**config.mk**
```make
export PLATFORM = sky130hd
export DESIGN_NAME = mesi_snoop_ctrl
export DESIGN_NICKNAME = d
export VERILOG_FILES = /design/src/rtl/mesi_ctrl_pkg.sv /design/src/rtl/mesi_tag_store.sv /design/src/rtl/mesi_snoop_resp.sv /design/src/rtl/mesi_req_tracker.sv /design/src/rtl/mesi_snoop_ctrl.sv
export SDC_FILE = /design/constraint.sdc
export NUM_CORES = 1
export LEC_CHECK = 0
export BUFFER_PORTS_ARGS = -buffer_cell sky130_fd_sc_hd__buf_2
export CAP_MARGIN = 0
export CORE_UTILIZATION = 57
export DETAILED_ROUTE_END_ITERATION = 10
export PLACE_DENSITY_LB_ADDON = 0.12
export SLEW_MARGIN = 20
export SYNTH_ARGS = -nofsm -noshare
export SYNTH_HDL_FRONTEND = slang
export SYNTH_SLANG_ARGS = --single-unit
```
**constraint.sdc**
```tcl
create_clock -name clk -period 3 [get_ports clk]
set_clock_uncertainty 0.15 [all_clocks]
set_input_delay 0.3 -clock clk [delete_from_list [all_inputs] [get_ports clk]]
set_output_delay 0.3 -clock clk [all_outputs]
set_load 0.005 [all_outputs]
```
**src/rtl/mesi_ctrl_pkg.sv**
```systemverilog
package mesi_ctrl_pkg;
  typedef enum logic [1:0] {LN_I = 2'd0, LN_S = 2'd1, LN_E = 2'd2, LN_M = 2'd3} line_st_t;
  typedef enum logic [1:0] {BC_NONE = 2'd0, BC_RD = 2'd1, BC_RDX = 2'd2, BC_UPGR = 2'd3} bus_cmd_t;
  // waiting-request kinds: fill for read, upgrade S->M, fill for write (I->M)
  typedef enum logic [1:0] {PK_NONE = 2'd0, PK_FILL_RD = 2'd1, PK_UPG = 2'd2, PK_FILL_WR = 2'd3} pend_t;
endpackage

```
**src/rtl/mesi_tag_store.sv**
```systemverilog
module mesi_tag_store
  import mesi_ctrl_pkg::*;
#(
  parameter int IDX_W = 2,
  parameter int TAG_W = 10
) (
  input  logic             clk,
  input  logic             rst_n,
  input  logic             wr_en,
  input  logic [IDX_W-1:0] wr_idx,
  input  logic [TAG_W-1:0] wr_tag,
  input  line_st_t         wr_st,
  input  logic [IDX_W-1:0] pa_idx,
  output logic [TAG_W-1:0] pa_tag,
  output line_st_t         pa_st,
  input  logic [IDX_W-1:0] pb_idx,
  output logic [TAG_W-1:0] pb_tag,
  output line_st_t         pb_st,
  input  logic [IDX_W-1:0] s_idx,
  output logic [TAG_W-1:0] s_tag,
  output line_st_t         s_st
);
  localparam int LINES  = 1 << IDX_W;
  localparam int COPIES = 2;  // copy 0: processor side, copy 1: snoop side

  for (genvar c = 0; c < COPIES; c++) begin : g_copy
    logic [TAG_W-1:0] tag_q [LINES];
    line_st_t         st_q  [LINES];

    // both copies take the same single write, so they never diverge
    always_ff @(posedge clk or negedge rst_n) begin
      if (!rst_n) begin
        for (int i = 0; i < LINES; i++) begin
          tag_q[i] <= '0;
          st_q[i]  <= LN_I;
        end
      end else if (wr_en) begin
        tag_q[wr_idx] <= wr_tag;
        st_q[wr_idx]  <= wr_st;
      end
    end
  end

  assign pa_tag = g_copy[0].tag_q[pa_idx];
  assign pa_st  = g_copy[0].st_q[pa_idx];
  assign pb_tag = g_copy[0].tag_q[pb_idx];
  assign pb_st  = g_copy[0].st_q[pb_idx];
  assign s_tag  = g_copy[1].tag_q[s_idx];
  assign s_st   = g_copy[1].st_q[s_idx];
endmodule

```
**src/rtl/mesi_snoop_resp.sv**
```systemverilog
module mesi_snoop_resp
  import mesi_ctrl_pkg::*;
#(
  parameter int TAG_W = 10
) (
  input  logic             snp_valid,
  input  bus_cmd_t         snp_cmd,
  input  logic [TAG_W-1:0] snp_tag,
  input  logic [TAG_W-1:0] line_tag,
  input  line_st_t         line_st,
  output logic             resp_shared,
  output logic             resp_dirty,
  output logic             upd_en,
  output line_st_t         upd_st
);
  logic hit;

  always_comb begin
    hit         = snp_valid && (snp_cmd != BC_NONE) && (line_st != LN_I) && (line_tag == snp_tag);
    resp_shared = hit;
    resp_dirty  = hit && (line_st == LN_M);         // owner supplies data
    upd_en      = hit;
    upd_st      = (snp_cmd == BC_RD) ? LN_S : LN_I; // downgrade, R7 invalidate
  end
endmodule

```
**src/rtl/mesi_req_tracker.sv**
```systemverilog
module mesi_req_tracker
  import mesi_ctrl_pkg::*;
#(
  parameter int LINE_W = 12
) (
  input  logic              clk,
  input  logic              rst_n,
  input  logic              accept,
  input  pend_t             new_kind,
  input  logic [LINE_W-1:0] new_line,
  input  logic              grant,
  input  logic              snp_valid,
  input  bus_cmd_t          snp_cmd,
  input  logic [LINE_W-1:0] snp_line,
  output pend_t             kind,
  output logic [LINE_W-1:0] line,
  output logic              done
);
  logic conflict;
  logic hit_done;

  // another cache took ownership of the line we wanted to upgrade
  assign conflict = snp_valid && ((snp_cmd == BC_RDX) || (snp_cmd == BC_UPGR)) &&
                    (kind == PK_UPG) && (snp_line == line);
  assign hit_done = accept && (new_kind == PK_NONE);

  always_ff @(posedge clk or negedge rst_n) begin
    if (!rst_n) begin
      kind <= PK_NONE;
      line <= '0;
      done <= 1'b0;
    end else begin
      done <= (grant && (kind != PK_NONE)) || hit_done;
      if (grant && (kind != PK_NONE)) begin
        kind <= PK_NONE;
      end else if (conflict) begin
        kind <= PK_FILL_WR;
      end else if (accept && (new_kind != PK_NONE)) begin
        kind <= new_kind;
        line <= new_line;
      end
    end
  end
endmodule

```
**src/rtl/mesi_snoop_ctrl.sv**
```systemverilog
module mesi_snoop_ctrl
  import mesi_ctrl_pkg::*;
#(
  parameter int ADDR_W = 16,
  parameter int IDX_W  = 2,
  parameter int OFF_W  = 4
) (
  input  logic              clk,
  input  logic              rst_n,
  input  logic              cpu_valid,
  output logic              cpu_ready,
  input  logic              cpu_write,
  input  logic [ADDR_W-1:0] cpu_addr,
  output logic              cpu_done,
  output logic              bus_req,
  input  logic              bus_gnt,
  output logic              bus_cmd_valid,
  output logic [1:0]        bus_cmd,
  output logic [ADDR_W-1:0] bus_cmd_addr,
  input  logic              bus_shared_in,
  output logic              bus_wb_valid,
  output logic [ADDR_W-1:0] bus_wb_addr,
  input  logic              snp_valid,
  input  logic [1:0]        snp_cmd,
  input  logic [ADDR_W-1:0] snp_addr,
  output logic              snp_shared,
  output logic              snp_dirty
);
  localparam int LINE_W = ADDR_W - OFF_W;
  localparam int TAG_W  = LINE_W - IDX_W;

  logic [LINE_W-1:0] cpu_line, snp_line_a, pend_line;
  logic [IDX_W-1:0]  cpu_idx, snp_idx, pend_idx;
  logic [TAG_W-1:0]  cpu_tag, snp_tag, pend_tag;
  logic [TAG_W-1:0]  pa_tag, pb_tag, s_tag;
  line_st_t          pa_st, pb_st, s_st;
  bus_cmd_t          snp_cmd_e, cmd_e;
  pend_t             pend_kind, new_kind;
  logic              accept, cpu_hit, cpu_silent, grant;
  logic              s_upd_en;
  line_st_t          s_upd_st, fill_st;
  logic              wr_en;
  logic [IDX_W-1:0]  wr_idx;
  logic [TAG_W-1:0]  wr_tag;
  line_st_t          wr_st;
  logic              unused_offset_bits;

  assign unused_offset_bits = ^{cpu_addr[OFF_W-1:0], snp_addr[OFF_W-1:0]};

  assign cpu_line   = cpu_addr[ADDR_W-1:OFF_W];
  assign cpu_idx    = cpu_line[IDX_W-1:0];
  assign cpu_tag    = cpu_line[LINE_W-1:IDX_W];
  assign snp_line_a = snp_addr[ADDR_W-1:OFF_W];
  assign snp_idx    = snp_line_a[IDX_W-1:0];
  assign snp_tag    = snp_line_a[LINE_W-1:IDX_W];
  assign pend_idx   = pend_line[IDX_W-1:0];
  assign pend_tag   = pend_line[LINE_W-1:IDX_W];
  assign snp_cmd_e  = bus_cmd_t'(snp_cmd);

  // processor side: one outstanding request, stalled during snoops
  assign cpu_ready = (pend_kind == PK_NONE) && !snp_valid;
  assign accept    = cpu_valid && cpu_ready;
  assign cpu_hit   = (pa_st != LN_I) && (pa_tag == cpu_tag);

  always_comb begin
    if (!cpu_write)
      new_kind = cpu_hit ? PK_NONE : PK_FILL_RD;
    else if (cpu_hit && ((pa_st == LN_M) || (pa_st == LN_E)))
      new_kind = PK_NONE;
    else if (cpu_hit)
      new_kind = PK_UPG;
    else
      new_kind = PK_FILL_WR;
  end

  assign cpu_silent = accept && cpu_write && cpu_hit && (pa_st == LN_E);

  // bus side
  assign bus_req       = (pend_kind != PK_NONE);
  assign grant         = bus_gnt && bus_req;
  assign bus_cmd_valid = grant;
  assign bus_cmd_addr  = {pend_line, {OFF_W{1'b0}}};

  always_comb begin
    unique case (pend_kind)
      PK_FILL_RD: cmd_e = BC_RD;
      PK_UPG:     cmd_e = BC_UPGR;
      PK_FILL_WR: cmd_e = BC_RDX;
      default:    cmd_e = BC_NONE;
    endcase
    if (!grant) cmd_e = BC_NONE;
  end
  assign bus_cmd = cmd_e;

  // a fill that lands on a dirty line of another tag pushes it out
  assign bus_wb_valid = grant && (pb_st == LN_M) && (pb_tag != pend_tag);
  assign bus_wb_addr  = {pb_tag, pend_idx, {OFF_W{1'b0}}};
  assign fill_st      = (pend_kind == PK_FILL_RD) ? (bus_shared_in ? LN_S : LN_E) : LN_M;

  // single update path into both tag copies: snoop, then grant, then silent upgrade
  always_comb begin
    wr_en  = 1'b0;
    wr_idx = cpu_idx;
    wr_tag = cpu_tag;
    wr_st  = LN_M;
    if (s_upd_en) begin
      wr_en  = 1'b1;
      wr_idx = snp_idx;
      wr_tag = s_tag;
      wr_st  = s_upd_st;
    end else if (grant) begin
      wr_en  = 1'b1;
      wr_idx = pend_idx;
      wr_tag = pend_tag;
      wr_st  = fill_st;
    end else if (cpu_silent) begin
      wr_en  = 1'b1;
    end
  end

  mesi_tag_store #(.IDX_W(IDX_W), .TAG_W(TAG_W)) u_tags (
    .clk    (clk),
    .rst_n  (rst_n),
    .wr_en  (wr_en),
    .wr_idx (wr_idx),
    .wr_tag (wr_tag),
    .wr_st  (wr_st),
    .pa_idx (cpu_idx),
    .pa_tag (pa_tag),
    .pa_st  (pa_st),
    .pb_idx (pend_idx),
    .pb_tag (pb_tag),
    .pb_st  (pb_st),
    .s_idx  (snp_idx),
    .s_tag  (s_tag),
    .s_st   (s_st)
  );

  mesi_snoop_resp #(.TAG_W(TAG_W)) u_snoop (
    .snp_valid   (snp_valid),
    .snp_cmd     (snp_cmd_e),
    .snp_tag     (snp_tag),
    .line_tag    (s_tag),
    .line_st     (s_st),
    .resp_shared (snp_shared),
    .resp_dirty  (snp_dirty),
    .upd_en      (s_upd_en),
    .upd_st      (s_upd_st)
  );

  mesi_req_tracker #(.LINE_W(LINE_W)) u_req (
    .clk       (clk),
    .rst_n     (rst_n),
    .accept    (accept),
    .new_kind  (new_kind),
    .new_line  (cpu_line),
    .grant     (grant),
    .snp_valid (snp_valid),
    .snp_cmd   (snp_cmd_e),
    .snp_line  (snp_line_a),
    .kind      (pend_kind),
    .line      (pend_line),
    .done      (cpu_done)
  );
endmodule

```
==> metrics.md, run 1 <==
| Metric | Value |
|---|---|
| Run status | `complete, no violations` |
| Hold Vio Cnt, Final | `0` |
| Total vias in the final route | `approximately 4,500` |
| Int Power | `3.54 mW` |
| Global routing usage on met3 | `0.0683` |
| Post-Syn Area | `about 0.0047 sq mm` |
| Syn avg cell area | `between 10 and 15 sq um` |
| H-tree levels | `3` |
| Most frequent cells in the layout | `nor2_1, buf_4, buf_2` |
| NetSw | `2.44 mW` |
| Die width | `93.2 microns` |
| Xor/xnor share of the synthesized area | `0.0794` |
| Full die area | `0.00869 sq mm` |
| Final ANT Viol Nets | `0` |
| Final nets | `~620` |
| Worst EP arrival | `2.49 ns` |
| Hold crit path type | `in -> reg` |
| Critical path cell sequence | `mux4_2, xor2_2, nor4_4, o2111ai_2, buf_6, inv_4, and3_4, buf_6` |
| Combinational Power Share | `0.569` |
| Post-route cell area | `0.00590 sq mm` |
| DR iter-0 viols | `629` |
| Clock latency on the worst-skew pair | `0.35 ns` |
| Global-route wire length before repair | `24.3 mm` |
| Compound-Gate Fraction of Synth Area | `0.135` |
| Starting density of the core | `0.601` |
| Synth Area in Adders | `0.0106` |
| Slew @ Worst Pin | `0.837 ns` |
| Post-layout min period | `2.94 ns` |
| PD cells | `1010 mW/mm^2` |
| Crit path from | `u_tags.g_copy[1].tag_q[18]` |
| Post-Synth Simple-Gate Area | `0.144` |
| Worst hold start | `cpu_addr[10]` |
| Worst Path Max Fanout | `6` |
| Largest family of logic cells by synthesized area | `multiplexers` |
| Mux share of post-synthesis cell area | `0.232` |
| RD Place Congestion | `0.908` |
| Top Usage Layer GRT | `met2` |
| GRT Util Overall | `0.382` |
| Most used DFF post-synth | `dfrtp_1` |
| Final setup fails | `0` |
| Layout cells sized above 1 | `0.388` |
| Cell Count Post-Placement | `around 650` |
| CTS sink count | `63` |
| Pre-antenna DRT Iters | `5` |
| Row Count | `32` |
| Largest net degree at the start of global routing | `64` |
| Sequential element share of the synthesized area | `0.332` |
| Worst slew margin | `0.442` |
| Most common cell after layout, fill and taps aside | `nor2_1` |
| Critical Path RT | `2.55 ns` |
| CTS tree | `built` |
| Core Area | `0.00789 sq mm` |
| Max stage delay on crit path | `slightly above 0.5 ns` |
| Seq cells post-synth | `63` |
| Max-Cap Viols | `0` |
| Post-synth EDFFs | `0` |
| DRC | `0` |
| N_diodes | `0` |
| CP bufs+invs | `3` |
| Critical path endpoint category | `primary output` |
| PortBufs | `65` |
| Initial antenna violation count | `0` |
| Worst-path clk slew | `roughly 0.080 ns` |
| Final cell count without fillers | `slightly below 700` |
| Switch share | `0.408` |
| CP max stage cell | `mux4_2` |
| CP dominant cell by count | `buf_6` |
| Synth warnings | `0` |
| DR WL/cell | `approximately 23 microns` |
| Vias in the first global route | `4,349` |
| Peak Freq | `340 MHz` |
| Total gr overflow | `0` |
| Power Total | `5.98 mW` |
| Reg power frac | `0.285` |
| Wirelength, routed | `approximately 16 mm` |
| Startpoint Class | `flop` |
| Met2 GRT Util | `0.586` |
| Async SR Flop Fraction | `1.00` |
| Area Overhead vs Synth | `24.4%` |
| Gate Count Post-Synth | `~450` |
| Critical path's top delay family | `multiplexers` |
| Root Driver | `clkbuf_8` |
| Hold WS | `slightly above 0.07 ns` |
| Peak supply drop | `about 0.74 mV` |
| Final period utilization | `0.980` |
| GRT met1 Usage | `0.551` |
| Clock Power Share | `0.146` |
| LEAKAGE | `2.65 nW` |
| Post-DP Area | `around 0.0055 sq mm` |
| Vias per inst | `6.69` |
| Clock buffer depth | `2` |
| Post-synth cell types | `45` |
| RR Startpoint | `u_tags.g_copy[1].tag_q[2]` |
| Hpwl dp | `about 11 mm` |
| RSZ-0062 raised after global routing | `yes` |
| CP Class | `reg -> out` |
| DIE HEIGHT | `~93 microns` |
| IO Pins | `82` |
| Num CTS Buffers | `9` |
| Final slew viol count | `0` |
==> worst paths after layout <==
| check | to | slack (ns) | cells past startpoint |
|---|---|---|---|
| worst max-delay path | snp_dirty | 0.06 | 8 |
| worst min-delay path | u_req.line[6] | 0.07 | 2 |
| worst max register to register | u_tags.g_copy[1].st_q[0] | 0.06 | 9 |
| worst min register to register | u_tags.g_copy[1].st_q[4] | 0.42 | 1 |
| max in group asynchronous | u_req.line[1] | 1.60 | 3 |
| min in group asynchronous | u_req.kind[0] | 0.50 | 3 |
==> power by group through the flow <==
| stage | Clock (mW) | Combinational (mW) | Sequential, mW |
|---|---|---|---|
| after floorplan | 0 | 2.07 | 1.56 |
| after global placement | 0 | 3.15 | 1.67 |
| after detailed placement | 0 | 3.20 | 1.70 |
| after CTS | 0.877 | 3.26 | 1.69 |
| after global routing | 0.912 | 3.62 | 1.75 |
| final | 0.872 | 3.40 | 1.71 |
==> state kept, by name (all words and copies together), names as in the netlist <==
register             flops
u_tags.g_copy.tag_q     40
u_req.line              12
u_tags.g_copy.st_q       8
u_req.kind               2
u_req.done               1
==> cell usage after synthesis (4+ instances only) <==
cell type	count	area (sq um)
xor2_1	11	96.3
inv_1	9	33.8
nand4_1	6	37.5
ha_1	4	50.1
mux4_1	6	158
nor2_1	81	304
dfrtp_1	63	1580
buf_6	7	78.8
a221o_1	44	440
a21oi_1	5	25.0
mux2_2	17	191
mux2i_1	19	190
xnor2_1	32	280
nor4_1	6	37.5
nor3_1	5	25.0
buf_4	10	75.1
buf_2	10	50.1
nand2b_1	4	25.0
nand3_1	6	30.0
nand2_1	31	116
clkbuf_1	13	48.8
a22oi_2	4	50.1
mux4_2	25	563
==> per-layer routing <==
| layer | vias to the layer above | share of wire |
|---|---|---|
| met1 | 2225 | 0.40 |
| met3 | 43 | 0.11 |
| li1 | 1914 | - |
| met5 | - | 0 |
| met4 | 0 | 0.026 |
| met2 | 345 | 0.46 |
==> per-stage QoR <==
| step | setup WS (ns) | util | setup TNS (ns) |
|---|---|---|---|
| floorplan | 0.183 | - | 0 |
| global placement | -0.269 | 0.700 | -8.22 |
| detailed placement | -0.324 | 0.700 | -10.12 |
| CTS | 0.0152 | 0.734 | 0 |
| global route | -0.0546 | 0.748 | -0.0576 |
| finish | 0.0591 | 0.748 | 0 |
==> timing repair <==
action	CTS	global route
hold buffers	1	0
buffers inserted	2	7
endpoints found under the setup margin	24	20
resized for setup	4	11
gates cloned	0	0
hold endpoints to repair	1	0
pin swaps	3	6
==> cells by family after synthesis <==
family / count (synthesis)
AOI/OAI and AO/OA: 69
and+or+nand+nor: 153
muxes: 67
xor gates and xnor gates: 43
other: 1
buffers and inverters: 51
DFF: 63
adders and majority gates: 4
==> final cells by class <==
| cell class | instances | area [sq um] |
|---|---|---|
| multi-input cells | 344 | 2950 |
| clock buffers | 11 | 151 |
| clock inverters | 5 | 80.1 |
| fillers | 572 | 1990 |
| inverters | 9 | 36.3 |
| well taps | 102 | 128 |
| flip-flops and latches | 63 | 1580 |
| repair buffers | 143 | 973 |
(Power assumes the default switching activity.)
==> run 2, diff against run 1 <==
--- a/config.mk
+++ b/config.mk
@@ -7,7 +7,7 @@
 export LEC_CHECK = 0
 export BUFFER_PORTS_ARGS = -buffer_cell sky130_fd_sc_hd__buf_2
 export CAP_MARGIN = 0
-export CORE_UTILIZATION = 57
+export CORE_UTILIZATION = 52
 export DETAILED_ROUTE_END_ITERATION = 10
 export PLACE_DENSITY_LB_ADDON = 0.12
 export SLEW_MARGIN = 20
==> constraint.sdc (replaced) <==
create_clock -name clk -period 2.7 [get_ports clk]
set_clock_uncertainty 0.15 [all_clocks]
set_input_delay 0.27 -clock clk [delete_from_list [all_inputs] [get_ports clk]]
set_output_delay 0.27 -clock clk [all_outputs]
set_load 0.005 [all_outputs]
==> run 2 against run 1 <==
The flow now finishes with violations (negative setup slack). Core utilization is 2.3 points lower. Combinational power grew 27%. Sequential cell count unchanged. Highest routed layer unchanged.
==> metrics.md, run 2 (synthesized netlist as in run 1, its figures left out) <==
| Metric | Value |
|---|---|
| Global-route wire length before repair | `26.9 mm` |
| Critical Path RT | `2.85 ns` |
| Reg2Reg Depth | `9` |
| RSZ-0062 raised after global routing | `yes` |
| Initial antenna violation count | `0` |
| N_diodes | `0` |
| Post-route cell area | `0.00636 sq mm` |
| Run status | `finished, violations left` |
| IO Pins | `82` |
| Final setup fails | `63` |
| Critical R2R Capture | `u_tags.g_copy[1].tag_q[20]` |
| Cell Count Post-Placement | `678` |
| Num CTS Buffers | `9` |
| Largest register by flop count | `u_tags.g_copy.tag_q` |
| Reg power frac | `0.273` |
| Vias in the first global route | `~4,800` |
| DR iter-0 viols | `492` |
| DR WL/cell | `24.5 microns` |
| Worst Path Max Fanout | `5` |
| Clock buffer depth | `2` |
| Pre-antenna DRT Iters | `5` |
| CTS tree | `built` |
| Wirelength, routed | `17.5 mm` |
| Starting density of the core | `0.541` |
| Worst hold start | `cpu_addr[7]` |
| Peak Freq | `~330 MHz` |
| Final cell count without fillers | `around 710` |
| Post-layout min period | `between 2 and 3 ns` |
| Final slew viol count | `0` |
| Max FFs per register | `40` |
| CP max stage cell | `mux4_2` |
| Most frequent cells in the layout | `buf_4, nor2_1, buf_2` |
| Total vias in the final route | `between 4,000 and 5,000` |
| Peak supply drop | `0.672 mV` |
| PD cells | `1120 mW/mm^2` |
| CP bufs+invs | `2` |
| Most common cell after layout, fill and taps aside | `buf_4` |
| Total gr overflow | `0` |
| LEAKAGE | `2.87 nW` |
| CP Class | `reg -> reg` |
| Die width | `97.5 microns` |
| Final period utilization | `1.11` |
| Final ANT Viol Nets | `0` |
| Startpoint Class | `flop` |
| Vias per inst | `6.65` |
| PnR worst setup slack | `-0.296 ns` |
| NetSw | `about 3 mW` |
| CP dominant cell by count | `buf_4` |
| Critical path cell sequence | `mux4_2, xor2_2, nor4_4, o2111ai_4, and2_1, buf_4, a22oi_2, buf_4, a221o_1` |
| Layout cells sized above 1 | `0.451` |
| Hold path depth | `2` |
| Root Driver | `clkbuf_8` |
| Post-DP Area | `0.00573 sq mm` |
| Setup TNS Final | `-9.82 ns` |
| Row Count | `34` |
| Clock latency on the worst-skew pair | `0.36 ns` |
| Worst slew margin | `0.506` |
| Slew @ Worst Pin | `0.735 ns` |
| Max stage delay on crit path | `0.54 ns` |
| Critical path endpoint category | `flop` |
| Critical path's top delay family | `compound AO/OA/AOI/OAI gates` |
| Combinational Power Share | `0.606` |
| Worst-path clk slew | `around 0.08 ns` |
| Full die area | `between 0.009 and 0.01 sq mm` |
| Worst EP arrival | `about 3.1 ns` |
| PortBufs | `65` |
| Final Core Density | `0.725` |
| FILL cells | `650` |
| DIE HEIGHT | `approximately 98 microns` |
| H-tree levels | `3` |
| DRC | `0` |
| Largest net degree at the start of global routing | `42` |
| Area Overhead vs Synth | `34.0%` |
| Largest regs | `u_tags.g_copy.tag_q x40, u_req.line x12, u_tags.g_copy.st_q x8` |
| Hpwl dp | `12.1 mm` |
| Int Power | `4.11 mW` |
| CTS sink count | `63` |
| Max-Cap Viols | `0` |
| RD Place Congestion | `roughly 0.96` |
| Clock Power Share | `0.121` |
| Hold endpoint | `u_req.line[3]` |
| Core Area | `0.00876 sq mm` |
| R2r setup slk | `-0.30 ns` |
| Violated checks | `negative setup slack` |
| Dpl ws | `-0.697 ns` |
| Hold Vio Cnt, Final | `0` |
| Hold crit path type | `in -> reg` |
| RR Startpoint | `u_tags.g_copy[1].tag_q[3]` |
| Switch share | `0.422` |
| Final nets | `around 650` |
| GRT Util Overall | `0.377` |
run 2: area by class of cell:
class	count	area [sq um]	area share
clock buffer	9	124	0.0195
timing repair buffer	173	1320	0.208
tap	108	135	0.0213
clock inverter	7	72.6	0.0114
sequential	63	1580	0.248
multi-input combinational	344	3090	0.486
inverter	9	33.8	0.00531
run 2: how the worst max path moves through the flow:
stage,startpoint,endpoint,slack (ns),depth (start not counted)
finish,u_tags.g_copy[1].tag_q[3],u_tags.g_copy[1].tag_q[20],-0.30,9
global route,u_tags.g_copy[1].tag_q[3],u_tags.g_copy[1].tag_q[22],-0.34,9
CTS,u_tags.g_copy[1].tag_q[0],snp_dirty,-0.18,8
detailed placement,snp_addr[4],u_tags.g_copy[1].tag_q[13],-0.70,10
global placement,snp_addr[4],u_tags.g_copy[1].tag_q[17],-0.62,10
floorplan,cpu_addr[4],u_tags.g_copy[1].st_q[0],-0.006,10
run 2: routing by layer:
layer  wire length [microns]  GRT usage  vias up
met1                    6560      0.491     2312
met5                       0          0        -
met4                    1070      0.229        0
li1                        -          -     1968
met2                    8100      0.592      371
met3                    1780     0.0619       92
run 2: power by group through the flow:
stage                     registers, mW  clock network (mW)  logic [mW]
after floorplan                    1.74                   0        2.31
after global placement             1.87                   0        3.77
after detailed placement           1.89                   0        3.84
after CTS                          1.90               0.858        4.09
after global routing               1.97               0.892        4.57
final                              1.94               0.861        4.31
run 2: repair_timing:
item,in CTS,in global routing
buffers inserted,15,8
pin swaps,13,10
hold buffers,1,0
endpoints found under the hold margin,22,0
endpoints found under the setup margin,62,63
gates resized for setup,41,14
run 2: per-stage QoR:
stage / hold WS [ns] / total power [mW]
floorplan: -0.176 / 4.04
global placement: 0.156 / 5.64
detailed placement: 0.148 / 5.73
CTS: 0.0369 / 6.85
global route: 0.0402 / 7.43
finish: 0.0342 / 7.11
